[config.mk]
export PLATFORM = sky130hd
export DESIGN_NAME = wss_serializer
export DESIGN_NICKNAME = d
export VERILOG_FILES = /design/src/rtl/wss_serializer.sv
export SDC_FILE = /design/constraint.sdc
export NUM_CORES = 1
export LEC_CHECK = 0
export ABC_AREA = 1
export BUFFER_PORTS_ARGS = -buffer_cell sky130_fd_sc_hd__buf_2
export CAP_MARGIN = 15
export CORE_MARGIN = 4
export CORE_UTILIZATION = 57
export DETAILED_ROUTE_END_ITERATION = 16
export PLACE_DENSITY = 0.88
export SLEW_MARGIN = 20
export SYNTH_ARGS = -nofsm -noshare
export SYNTH_HDL_FRONTEND = slang
export SYNTH_SLANG_ARGS = --single-unit
[constraint.sdc]
create_clock -name clk -period 1.6 [get_ports clk]
set_input_delay 0.08 -clock clk [delete_from_list [all_inputs] [get_ports clk]]
set_output_delay 0.08 -clock clk [all_outputs]
set_load 0.01 [all_outputs]
[src/rtl/wss_serializer.sv]
module wss_serializer #(
  parameter int LINE_W    = 10,
  parameter int LINE_A    = 20,
  parameter int LINE_B    = 283,
  parameter int DATA_BITS = 14,
  parameter int CHK_BITS  = 6
) (
  input  logic       clk,
  input  logic       rst_n,
  input  logic       cfg_wr,
  input  logic [1:0] cfg_addr,
  input  logic [7:0] cfg_wdata,
  output logic [7:0] cfg_rdata,
  input  logic       wss_en,
  input  logic       pal_mode,
  input  logic [9:0] line_num,
  input  logic       line_start,
  input  logic       bit_strobe,
  output logic       ser_out,
  output logic       ser_active
);
  localparam int TOT = DATA_BITS + CHK_BITS;
  localparam int CW  = $clog2(TOT + 1);
  localparam int HI  = DATA_BITS - 8;
  localparam logic [LINE_W-1:0] LA = LINE_W'(LINE_A);
  localparam logic [LINE_W-1:0] LB = LINE_W'(LINE_B);
  localparam logic [CW-1:0] N_NTSC = CW'(TOT);
  localparam logic [CW-1:0] N_PAL  = CW'(DATA_BITS);

  logic [DATA_BITS-1:0] payload;
  logic [CHK_BITS-1:0]  chk_a, chk_b;
  logic [TOT-1:0]       sreg;
  logic [CW-1:0]        remain;
  logic                 hit;

  assign hit = line_start && wss_en &&
               (line_num[LINE_W-1:0] == LA || line_num[LINE_W-1:0] == LB);
  assign ser_active = remain != '0;
  assign ser_out    = ser_active & sreg[0];

  always_ff @(posedge clk or negedge rst_n) begin
    if (!rst_n) begin
      payload <= '0;
      chk_a   <= '1;
      chk_b   <= '1;
    end else if (cfg_wr) begin
      case (cfg_addr)
        2'd0: payload[7:0]           <= cfg_wdata;
        2'd1: payload[DATA_BITS-1:8] <= cfg_wdata[HI-1:0];
        2'd2: chk_a                  <= cfg_wdata[CHK_BITS-1:0];
        default: chk_b               <= cfg_wdata[CHK_BITS-1:0];
      endcase
    end
  end

  always_comb begin
    cfg_rdata = '0;
    case (cfg_addr)
      2'd0: cfg_rdata = payload[7:0];
      2'd1: cfg_rdata[HI-1:0] = payload[DATA_BITS-1:8];
      2'd2: cfg_rdata[CHK_BITS-1:0] = chk_a;
      default: cfg_rdata[CHK_BITS-1:0] = chk_b;
    endcase
  end

  always_ff @(posedge clk or negedge rst_n) begin
    if (!rst_n) begin
      sreg   <= '0;
      remain <= '0;
    end else if (hit) begin
      sreg   <= {(line_num[LINE_W-1:0] == LB) ? chk_b : chk_a, payload};
      remain <= pal_mode ? N_PAL : N_NTSC;
    end else if (ser_active && bit_strobe) begin
      sreg   <= sreg >> 1;
      remain <= remain - 1'b1;
    end
  end

  logic [CW-1:0] seen;
  logic          pal_q;
  always_ff @(posedge clk or negedge rst_n) begin
    if (!rst_n) begin
      seen  <= '0;
      pal_q <= 1'b0;
    end else if (hit) begin
      seen  <= '0;
      pal_q <= pal_mode;
    end else if (ser_active && bit_strobe) begin
      seen <= seen + 1'b1;
    end
  end

  a_r9_idle_quiet: assert property (@(posedge clk) disable iff (!rst_n)
    !ser_active |-> !ser_out);
  a_r3_start: assert property (@(posedge clk) disable iff (!rst_n)
    hit |=> ser_active);
  a_r10_no_spurious_start: assert property (@(posedge clk) disable iff (!rst_n)
    (!ser_active && !hit) |=> !ser_active);
  a_r4_hold_between_strobes: assert property (@(posedge clk) disable iff (!rst_n)
    (ser_active && !bit_strobe && !hit) |=> (ser_active && $stable(ser_out)));
  a_r7_exact_length: assert property (@(posedge clk) disable iff (!rst_n)
    $fell(ser_active) |-> (seen == (pal_q ? N_PAL : N_NTSC)));
  a_r7_no_overrun: assert property (@(posedge clk) disable iff (!rst_n)
    ser_active |-> (seen < (pal_q ? N_PAL : N_NTSC)));
endmodule

# Yosys cells after proc, flatten, opt, wreduce, memory -nomap -nowiden
# Index checks and enable logic that the tools add are counted.
# word_totals
output_inout_bits	10
ff_bits	51
inputBits	27
elab_cells	33
# classes
bitwise_logic	2
addsub	1
eq_ne	4
reduce_logical	12
n_mux	8
# ops
operator	count
2-to-1 mux 20 bit	2
one-hot mux 6 bit (3 select lines)	1
2-to-1 mux 5 bit	3
equality test 10 x 5 -> 1 bit, second input constant	1
equality test 10 x 9 -> 1 bit, second input constant	1
AND reduction 2 bit	4
2-to-1 mux 6 bit	1
nonzero test 5 bit	1
subtractor 5 x 1 -> 5 bit, second input constant	1
logical AND 1 bit	3
OR reduction 3 bit	1
equality test 2 x 1 -> 1 bit, second input constant	1
equality test 2 bit, second input constant	1
logical NOT 2 bit	1
2-to-1 mux 2 bit	1
nonzero test 2 bit	1
bitwise AND 1 bit	1
logical OR 1 bit	1
NOT 1 bit	1

# Logic depth before layout (Yosys ltp)
# Gate-level depths: netlist (run 1).
# depth
word_depth	4
depth_mapped	11
ltp_nobuf	10

# Worst setup path after synthesis (run 1)
# OpenSTA, ideal clock, no wires.
# synth_path
path_kind	flip-flop to flip-flop
startpoint	register remain[0]
endpoint	register sreg[6]
setup_slack_ns	0.153
t_arrival_ns	1.327
period_less_slack_ns	1.447
path_buffers	1
required_time_ns	1.480
setup_ns	0.120
stages_incl_launch_ff	11
cell_sequence	dfrtp_1 -> inv_1 -> ha_1 -> nand3b_2 -> nand2_4 -> inv_2 -> buf_6 -> nand2_1 -> nand3_1 -> o21ai_0 -> inv_1
# synth_via
elab_chain_cells	3
# synth_rtl
item	line_no	source
from (decl)	33	logic [CW-1:0] remain;
from (signal assigned)	72	remain <= pal_mode ? N_PAL : N_NTSC;
from (signal assigned)	75	remain <= remain - 1'b1;
nonzero test 5 bit	38	assign ser_active = remain != '0;
via ser_active	20	output logic ser_active
logical AND 1 bit	-	
nonzero test 2 bit (no line)	-	
to (signal assigned)	71	sreg <= {(line_num[LINE_W-1:0] == LB) ? chk_b : chk_a, payload};
to (signal assigned)	74	sreg <= sreg >> 1;
to (decl)	32	logic [TOT-1:0] sreg;
# The timed path passes the listed nets, and every way through them passes these cells.
# A chain may end at the register's enable or synchronous reset.

# Final worst setup path (run 1)
# layout_path
startpoint	register remain[0]
endpoint	register sreg[4]
# layout_via
elab_chain_cells	3
# layout_rtl
item	line_no
nonzero test 5 bit	38
logical AND 1 bit	-
nonzero test 2 bit (no line)	-
# No other way between the ends.

==> results of run 1 <==
## cells in the mapped netlist
cell type / instances
nand3b_2: 1
inv_1: 39
nor2_1: 8
buf_6: 5
nor2_2: 2
a22o_1: 6
nand3_1: 51
ha_1: 1
nand3_2: 1
nor2_4: 2
xnor2_1: 1
inv_2: 2
clkbuf_1: 2
nand2_4: 1
nand2_2: 2
a21oi_1: 8
buf_2: 7
o21ai_0: 43
o21ai_1: 3
buf_4: 1
dfstp_2: 12
nand2_1: 89
dfrtp_1: 39
## final timing paths
path	slack (ps)	cells after the start	endpoint
max	140	9	sreg[4]$_DFFE_PN0P_
min	30	3	payload[7]$_DFFE_PN0P_
max reg2reg	140	9	sreg[4]$_DFFE_PN0P_
min reg2reg	500	2	chk_b[4]$_DFFE_PN1P_
max in group asynchronous	730	3	chk_a[5]$_DFFE_PN1P_
min in group asynchronous	260	2	remain[3]$_DFFE_PN0P_
## final cells by class
cell class,instances,area share (%)
Clock inverter,1,0.171
Inverter,41,5.34
Timing Repair Buffer,44,9.56
Sequential cell,51,44.1
Tap cell,52,2.22
Multi-Input combinational cell,219,36.0
Clock buffer,7,2.60
## state kept, by name, indices dropped and copies added (netlist names)
signal	cells
remain	5
chk_b	6
payload	14
chk_a	6
sreg	20
## logic make-up after synthesis
logic type / after synthesis / synth area share [%]
AND/OR/NAND/NOR: 157 / 27.0
XOR/XNOR: 1 / 0.338
flip-flops: 51 / 49.8
buffers and inverters: 56 / 10.0
adder cells (fa/ha/maj): 1 / 0.482
AO/OA/AOI/OAI: 60 / 12.4
## layer usage
metal	vias up	part of all wire (%)
met5	-	0
met4	0	1.5
met3	10	5.0
met2	66	50
met1	1079	43
li1	1125	-
## power by group through the flow
stage	Sequential [mW]	Combinational, mW	Clock [mW]
6_report	1.66	0.898	0.713
5_1_grt	1.68	1.03	0.775
4_1_cts	1.65	0.820	0.731
3_5_place_dp	1.67	0.810	0
3_3_place_gp	1.67	0.774	0
2_1_floorplan	1.62	0.612	0
## cells in the final DEF (no fill, tap or decap), types with 5 or more instances in the layout
cell	count
nand2_1	89
nand3_1	51
o21ai_0	43
dfrtp_1	39
inv_1	37
buf_2	36
dfstp_2	12
a21oi_1	8
nor2_1	8
a22o_1	6
clkbuf_8	5
## worst max-delay path, cell delays in order, from the launching register on
cell and delay (ps):
dfrtp_1 380, inv_2 100, ha_4 160, nand3b_2 130, nand2_4 160, inv_4 110
nand2_1 90, nand3_1 80, o21ai_0 80, inv_1 60
## metrics by stage
stage	cells	hold slack (ps)	instance area, um2
3_3_place_gp	404	68.1	2800
4_1_cts	413	14.6	2890
3_5_place_dp	404	72.1	2800
5_1_grt	415	40.7	2930
2_1_floorplan	326	-216	2590
6_report	415	30.2	2930
## what timing repair did
action                     4_1_cts  5_1_grt
setup endpoints to repair        0       22
gates resized for setup          0        9
hold endpoints to repair        20        0
buffers inserted                 0        2
hold buffers                     1        0
==> flow_summary.json, run 1 <==
{
  "syn_area_mm2": 0.00259,
  "worst_pin_slew_ps": 496,
  "yosysSeqAreaShare_pct": 49.8,
  "drtIter0Drc": 144,
  "worstPathMaxFanout": 22,
  "final-seq-area_mm2": 0.00129,
  "dp_hpwl_um": 4140,
  "ant_nets": 0,
  "fin_tns_setup_ps": 0,
  "setup_viol": 0,
  "period_share_pct": 91.2,
  "die_h_um": 75.5,
  "p_comb_share_pct": 27.5,
  "cts.sinks": 51,
  "start_util_pct": 59.2,
  "numPortBuffers": 36,
  "hold_viol": 0,
  "vias_per_cell": 5.49,
  "overflow": 0,
  "status": "completed",
  "clockRootBuffer": "clkbuf_8",
  "worstPathRequired_ps": 1800,
  "start_kind": "flop",
  "routed_wl_um": 5630,
  "synth_area_leader_cell": "dfrtp_1",
  "tritoncts": "done",
  "clock.fmax_ghz": 0.685,
  "fin_nets": 390,
  "p_leak_nw": 1.61,
  "grt.met2_usage_pct": 35.4,
  "power.internal_mw": 2.19,
  "grt_pass1_vias": 2078,
  "yosysTopAreaCellShare_pct": 37.6,
  "dieWidth_um": 75.5,
  "diodes": 0,
  "clock_latency_ps": 300,
  "top_usage_layer": "met2",
  "peakVddDrop_mv": 0.873,
  "wl_per_cell_um": 13.6,
  "synth.net_count": 354,
  "cts_buffer_depth": 2,
  "area_growth_pct": 12.9,
  "drv_cap": 0,
  "multi_input_area_mm2": 0.00106,
  "grt_pass1_wl_um": 9300,
  "yosysUniqueCellTypes": 23,
  "grt_max_degree": 32,
  "grt_usage_pct": 21.4,
  "gr-usage-met1_pct": 28.3,
  "seq_power_share_pct": 50.7,
  "first_pass_iters": 4,
  "skew_ps": 4.43,
  "pwr-share-clk_pct": 21.8,
  "arrival_ps": 1660,
  "core-area_mm2": 0.00438,
  "antenna_found_initial": 0,
  "critPathLaunch": "remain[0]$_DFFE_PN0P_",
  "htreeDepth": 2,
  "cts.clk_slew.worst_paths_ps": 90,
  "p_total_mw": 3.27,
  "power_density_mw_per_mm2": 1120,
  "maxSlewViolCount": 0,
  "vias": 2280,
  "min_path_type": "input port to flop",
  "io_pins": 37,
  "synthTopCellsByArea": "dfrtp_1 38%, nand2_1 13%, dfstp_2 12%",
  "layout-drive-gt1-share_pct": 20.7,
  "worstHoldStart": "cfg_wdata[7]",
  "switching_share_pct": 33.1,
  "gp_congestion": 0.884,
  "critPathCaptureType": "flop",
  "period_minus_slack_ps": 1460,
  "power.switching_mw": 1.08,
  "yosysWarnings": 0,
  "critPathKind": "flop to flop",
  "dpl_worst_slack_ps": 30.5,
  "cts_buffers": 5,
  "fin_ws_ps": 140,
  "maxSlewHeadroom_pct": 67.0,
  "synthCells": 326,
  "synth_area_per_cell_um2": 7.96,
  "synth-seq-cells": 51,
  "route.detailed.drc": 0,
  "met3_usage_pct": 3.83,
  "reg2reg_from": "remain[0]$_DFFE_PN0P_",
  "fin_util_pct": 66.8,
  "row_count": 24,
  "die_area_mm2": 0.00570,
  "fillCellCount": 360
}
No activity file was read; power rests on OpenSTA's default activity.
==> inputs of run 2 (changes only) <==
--- a/config.mk
+++ b/config.mk
@@ -5,13 +5,13 @@
 export SDC_FILE = /design/constraint.sdc
 export NUM_CORES = 1
 export LEC_CHECK = 0
-export ABC_AREA = 1
 export BUFFER_PORTS_ARGS = -buffer_cell sky130_fd_sc_hd__buf_2
 export CAP_MARGIN = 15
 export CORE_MARGIN = 4
 export CORE_UTILIZATION = 57
 export DETAILED_ROUTE_END_ITERATION = 16
-export PLACE_DENSITY = 0.88
+export PLACE_DENSITY = 0.89
+export SKIP_LAST_GASP = 1
 export SLEW_MARGIN = 20
 export SYNTH_ARGS = -nofsm -noshare
 export SYNTH_HDL_FRONTEND = slang
==> run 2 against run 1 <==
- the flow now finishes with violations (negative setup slack)
- utilization up 5.6 points
- clock-buffer cell count unchanged
- synthesized cell count down 44%
- fmax down 26%
- cell count down 30%
- first-iteration DRC count down 48%
- clock power about the same
- critical path depth down 3
- power up 2.7%
- design area up 7.6%
- routed wire length down 0.25%
- largest power group unchanged
- highest routed layer unchanged
==> flow_summary.json, run 2 <==
{
  "critPathKind": "flop to flop",
  "peakVddDrop_mv": 0.829,
  "dieWidth_um": 75.0,
  "yosysUniqueCellTypes": 33,
  "violations": "negative setup slack",
  "synth-seq-cells": 51,
  "cts_buffers": 5,
  "cts.sinks": 51,
  "synthFlopType": "dfrtp_1",
  "max_stage_delay_ps": 550,
  "top_register": "sreg",
  "synth_area_per_cell_um2": 14.0,
  "die_area_mm2": 0.00563,
  "route.detailed.drc": 0,
  "seq_power_share_pct": 50.4,
  "min_path_type": "input port to flop",
  "worstPathRequired_ps": 1790,
  "r2r_setup_slack_ps": -380,
  "io_pins": 37,
  "hold_viol": 0,
  "period_share_pct": 124,
  "grt_setup_unrepaired": "yes",
  "final_common_cell": "dfrtp_1",
  "synthXorXnorAreaFrac_pct": 0.684,
  "top_regs": "sreg: 20 flops, payload: 14 flops",
  "r2r-end": "sreg[3]$_DFFE_PN0P_",
  "drv_cap": 0,
  "cts_buffer_depth": 2,
  "synth_area_leader_cell": "dfrtp_1",
  "htreeDepth": 2,
  "clock_latency_ps": 310,
  "synth.net_count": 211,
  "hold_path_depth": 2,
  "numPortBuffers": 36,
  "path_cells": "inv_2 > ha_4 > or4b_4 > nand2_8 > mux2_4 > mux2_4",
  "routed_wl_um": 5610,
  "min_to": "payload[6]$_DFFE_PN0P_",
  "worstPathMaxFanout": 8,
  "cts.clk_slew.worst_paths_ps": 90,
  "power.switching_uw": 972,
  "vias": 1754,
  "power_density_mw_per_mm2": 1060,
  "grt_max_degree": 21,
  "antenna_found_initial": 0,
  "synth_compound_area_share_pct": 3.52,
  "slowest_stage": "or4b_4",
  "worst_pin_slew_ps": 442,
  "diodes": 0,
  "p_comb_share_pct": 28.4,
  "synthAdderAreaFrac_pct": 0.489,
  "maxSlewViolCount": 0,
  "grt_pass1_wl_um": 8810,
  "pwr-share-clk_pct": 21.2,
  "grt_pass1_vias": 1769,
  "status": "finished with violations",
  "gp_congestion": 0.825,
  "row_count": 24,
  "fin_tns_setup_ps": -7850,
  "clock.fmax_ghz": 0.505,
  "die_h_um": 75.0,
  "worst_r2r_path_depth": 6,
  "skew_ps": 4.41,
  "synth_top_family_by_area": "multiplexers",
  "dpl_cell_area_mm2": 0.00297,
  "fin_nets": 265,
  "reg2reg_from": "remain[0]$_DFFE_PN0P_",
  "worstHoldStart": "cfg_wdata[6]",
  "maxSlewHeadroom_pct": 70.5,
  "switching_share_pct": 29.0,
  "area_growth_pct": 23.2,
  "synthTopCellsByArea": "dfrtp_1 38%, mux2_2 18%, dfstp_2 12%",
  "final_cell_mix": "39 x dfrtp_1, 34 x buf_2, 29 x mux2_4",
  "cp_common_cell": "mux2_4",
  "fin_ws_ps": -381,
  "p_leak_nw": 1.49,
  "start_util_pct": 58.8,
  "layout-drive-gt1-share_pct": 63.4,
  "tritoncts": "done",
  "vias_per_cell": 6.05,
  "yosysWarnings": 0,
  "overflow": 0,
  "synthSimpleGateAreaFrac_pct": 8.01,
  "synth.most_common_cell": "mux2_2",
  "period_minus_slack_ps": 1980,
  "arrival_ps": 2180,
  "synth-edff-count": 0,
  "yosysTopAreaCellShare_pct": 38.1,
  "start_kind": "flop",
  "core-area_mm2": 0.00435,
  "first_pass_iters": 4,
  "setup_viol": 26,
  "dp_hpwl_um": 4020,
  "clockRootBuffer": "clkbuf_8",
  "ant_nets": 0,
  "synthMuxAreaShare_pct": 33.9,
  "power.internal_mw": 2.39,
  "synthCells": 183,
  "grt_usage_pct": 21.4,
  "critPathCaptureType": "flop",
  "synthTopCellsByCount": "40 x mux2_2, 39 x dfrtp_1, 13 x nand2_1, 12 x dfstp_2, 11 x mux2_4",
  "synthArstFlopShare_pct": 100,
  "fin_area_mm2": 0.00315,
  "largest_reg_flops": 20,
  "syn_area_mm2": 0.00256,
  "yosysSeqAreaShare_pct": 50.4,
  "drtIter0Drc": 75,
  "wl_per_cell_um": 19.4
}
[run 2: cell types whose count changed in the layout (fill, tap and decap cells not counted), sizes merged, moves of 6 or more]
cell | before | now
nand2 | 92 | 14
mux2 | 0 | 56
nand3 | 52 | 3
o21ai | 46 | 1
inv | 41 | 3
buf | 43 | 54
nor2 | 12 | 2
a22o | 6 | 0
and2 | 0 | 6
mux2i | 0 | 6
mux4 | 0 | 6
[run 2: worst max-delay path by stage]
stage                           from  cells past startpoint                   end  slack [ps]
4_1_cts        remain[1]$_DFFE_PN0P_                      6   sreg[5]$_DFFE_PN0P_        -380
2_1_floorplan  remain[1]$_DFFE_PN0P_                      8   sreg[0]$_DFFE_PN0P_        -450
6_report       remain[0]$_DFFE_PN0P_                      6   sreg[3]$_DFFE_PN0P_        -380
5_1_grt        remain[1]$_DFFE_PN0P_                      6   sreg[3]$_DFFE_PN0P_        -430
3_5_place_dp   remain[1]$_DFFE_PN0P_                      6  sreg[11]$_DFFE_PN0P_        -460
3_3_place_gp   remain[0]$_DFFE_PN0P_                      6   sreg[5]$_DFFE_PN0P_        -410
[run 2: logic make-up (layout without fill, tap and decap cells)]
family,after synthesis,after routing
compound gates,13,13
xor+xnor,2,2
fa+ha+maj,1,1
buf+inv,13,67
flops,51,51
mux,68,68
simple gates,35,36
[run 2: layer usage]
metal,vias up,track usage (%),wire (um)
met5,-,0,0
met1,917,28.6,2330
met3,12,4.81,279
li1,782,-,-
met2,43,34.1,2900
met4,0,8.10,101
[run 2: stage by stage]
stage | setup slack (ps) | total power, mW | hold slack (ps) | util, % | std cells
global route | -434 | 3.53 | 10.7 | 72.4 | 290
CTS | -380 | 3.29 | 3.75 | 70.9 | 288
floorplan | -455 | 2.24 | -216 | - | 183
global placement | -412 | 2.51 | 47.8 | 68.2 | 278
detailed placement | -457 | 2.56 | 46.2 | 68.2 | 278
finish | -381 | 3.36 | 4.80 | 72.4 | 290
[run 2: layout make-up]
cell class              instances  area, um2
clock buffers                   7       76.3
well taps                      52       65.1
repair buffers                 56        368
inverters                       3       11.3
clock inverters                 1       5.00
multi-input cells             120       1340
flip-flops and latches         51       1290
fillers                       265       1200
[run 2: power groups by stage]
stage	Combinational, mW	Sequential, mW	Clock (mW)
5_1_grt	1.04	1.71	0.777
3_3_place_gp	0.816	1.69	0
2_1_floorplan	0.585	1.65	0
4_1_cts	0.885	1.68	0.723
3_5_place_dp	0.848	1.71	0
6_report	0.954	1.69	0.713
[run 2: critical path, delay by kind of cell, from the launching register on]
kind,cells,cell delay [ps]
fa+ha+maj,1,120
buf+inv,1,80
flops,1,400
mux,2,570
simple gates,2,700
[run 2: timing repair]
item,4_1_cts,5_1_grt
pin swaps,1,14
endpoints found under the setup margin,26,26
buffers inserted,0,1
resized for setup,5,13
hold buffers,1,1
gates cloned,1,0
endpoints found under the hold margin,18,1
==> inputs of run 3 (changes only) <==
--- a/config.mk
+++ b/config.mk
@@ -8,9 +8,11 @@
 export BUFFER_PORTS_ARGS = -buffer_cell sky130_fd_sc_hd__buf_2
 export CAP_MARGIN = 15
 export CORE_MARGIN = 4
-export CORE_UTILIZATION = 57
+export CORE_UTILIZATION = 59
+export CTS_BUF_LIST = sky130_fd_sc_hd__clkbuf_8
 export DETAILED_ROUTE_END_ITERATION = 16
-export PLACE_DENSITY = 0.89
+export GPL_TIMING_DRIVEN = 0
+export PLACE_DENSITY = 0.91
 export SKIP_LAST_GASP = 1
 export SLEW_MARGIN = 20
 export SYNTH_ARGS = -nofsm -noshare
==> constraint.sdc (replaced) <==
create_clock -name clk -period 1.6 [get_ports clk]
set_input_delay 0.32 -clock clk [delete_from_list [all_inputs] [get_ports clk]]
set_output_delay 0.32 -clock clk [all_outputs]
set_load 0.01 [all_outputs]
==> run 3 against run 2 <==
- the flow still finishes with violations (negative setup slack)
- design area increased by 6.2%
- largest cell class unchanged
- clock power is 0.7% lower
- sequential share of layout area down 2.4 points
- critical path depth rose by 2
- setup slack lost 100 ps
- clock-buffer cell count is 2 lower
- routed wire length grew 17%
- utilization increased by 9.5 points
- sequential power hardly changed
- fmax fell by 5.0%
==> flow_summary.json, run 3 (synthesized netlist as in run 2, its figures left out) <==
{
  "top_regs": "sreg: 20 flops, payload: 14 flops",
  "min_path_type": "input port to asynchronous set/reset pin",
  "route.detailed.drc": 0,
  "vias_per_cell": 6.14,
  "row_count": 23,
  "topRoutingLayerUsed": "met4",
  "p_leak_nw": 1.62,
  "top_register": "sreg",
  "status": "finished with violations",
  "cts.sinks": 51,
  "period_share_pct": 130,
  "io_pins": 37,
  "maxSlewHeadroom_pct": 55.3,
  "grt_pass1_vias": 1874,
  "wl_per_cell_um": 21.6,
  "routed_wl_um": 6560,
  "worst_r2r_path_depth": 8,
  "clock_latency_ps": 310,
  "arrival_ps": 2270,
  "cts_buffers": 5,
  "dpl_cell_area_mm2": 0.00292,
  "diodes": 0,
  "maxSlewViolCount": 0,
  "htreeDepth": 2,
  "first_pass_iters": 5,
  "cts-hold-fix-buffers": 0,
  "skew_ps": 9.39,
  "vias": 1866,
  "largest_reg_flops": 20,
  "setup_viol": 32,
  "wl_met2_um": 3290,
  "ant_nets": 0,
  "grt_usage_pct": 25.9,
  "worstPathMaxFanout": 5,
  "wl_met1_um": 2720,
  "core-area_mm2": 0.00409,
  "dieWidth_um": 73.9,
  "grt_pass1_wl_um": 10300,
  "fin_area_mm2": 0.00335,
  "worst_pin_slew_ps": 665,
  "die_h_um": 73.9,
  "critPathKind": "flop to flop",
  "layout-drive-gt1-share_pct": 66.9,
  "dpl_worst_slack_ps": -614,
  "overflow": 0,
  "area_growth_pct": 30.8,
  "drtIter0Drc": 150,
  "die_area_mm2": 0.00546,
  "numPortBuffers": 34,
  "final_cell_mix": "39 x dfrtp_1, 30 x mux2_4, 29 x buf_4",
  "drv_cap": 0,
  "fin_nets": 281,
  "peakVddDrop_mv": 0.906,
  "final-seq-area_mm2": 0.00129,
  "r2r_setup_slack_ps": -490,
  "clockRootBuffer": "clkbuf_8",
  "tritoncts": "done",
  "multi_input_area_mm2": 0.00133,
  "cts_buffer_depth": 2,
  "dp_hpwl_um": 4010,
  "start_kind": "flop",
  "final_common_cell": "dfrtp_1",
  "met3_wirelength_um": 434,
  "violations": "negative setup slack",
  "gp_congestion": 0.749,
  "critPathCaptureType": "flop",
  "clock.fmax_ghz": 0.480,
  "period_minus_slack_ps": 2090,
  "cts.clk_slew.worst_paths_ps": 90,
  "antenna_found_initial": 0,
  "hold_viol": 0,
  "start_util_pct": 62.7,
  "grt_max_degree": 52,
  "power_density_mw_per_mm2": 1080,
  "fin_ws_ps": -485,
  "p_total_mw": 3.61,
  "worstPathRequired_ps": 1790,
  "fillCellCount": 206,
  "grt_setup_unrepaired": "yes"
}
==> run 3: cell type report <==
class,instances,share of cell area [%]
multi-input cells,119,39.7
plain buffers,9,3.40
clock buffers,5,2.05
clock inverters,3,0.374
flip-flops and latches,51,38.6
repair buffers,64,13.7
inverters,3,0.336
well taps,50,1.87
==> run 3: report_power, final <==
| part | internal [mW] | total [mW] | switching [mW] |
|---|---|---|---|
| clock network | 0.295 | 0.708 | 0.412 |
| logic | 0.730 | 1.21 | 0.484 |
| registers | 1.53 | 1.69 | 0.165 |
==> run 3: path summary, 6_finish.rpt <==
kind | start | endpoint
worst max-delay path | remain[1]$_DFFE_PN0P_ | sreg[11]$_DFFE_PN0P_
worst min-delay path | rst_n | sreg[0]$_DFFE_PN0P_
worst max register to register | remain[1]$_DFFE_PN0P_ | sreg[11]$_DFFE_PN0P_
worst min register to register | remain[4]$_DFFE_PN0P_ | remain[4]$_DFFE_PN0P_
max in group asynchronous | rst_n | sreg[7]$_DFFE_PN0P_
min in group clk | cfg_wdata[6] | payload[6]$_DFFE_PN0P_
==> run 3: metrics by stage <==
step | utilization (%) | setup TNS [ps] | hold WS, ps | instances
after global placement | 71.6 | -13080 | 511 | 267
final | 82.0 | -10510 | 18.9 | 304
after global routing | 82.0 | -12090 | 56.8 | 304
after CTS | 79.0 | -11090 | 231 | 296
after detailed placement | 71.6 | -15320 | 524 | 267
after floorplan | - | -9010 | 24.4 | 183
==> run 3: worst max-delay path: stages, from the launching register on <==
cell and delay [ps]:
dfrtp_1 400, inv_2 70, ha_4 130, or4b_4 460, buf_8 150, nand2_8 70, clkbuf_16 150, mux2_4 290
mux2_4 250
==> run 3: routing by layer <==
layer / track usage, % / vias up
met3: 5.34 / 16
met4: 6.24 / 0
li1: - / 810
met5: 0 / -
met2: 42.0 / 81
met1: 35.8 / 959
==> run 3: repair_timing <==
| item | CTS | global route |
|---|---|---|
| cloned | 0 | 1 |
| endpoints found under the setup margin | 33 | 33 |
| gates resized for setup | 17 | 10 |
| buffers inserted | 22 | 11 |
| pin swaps | 12 | 7 |
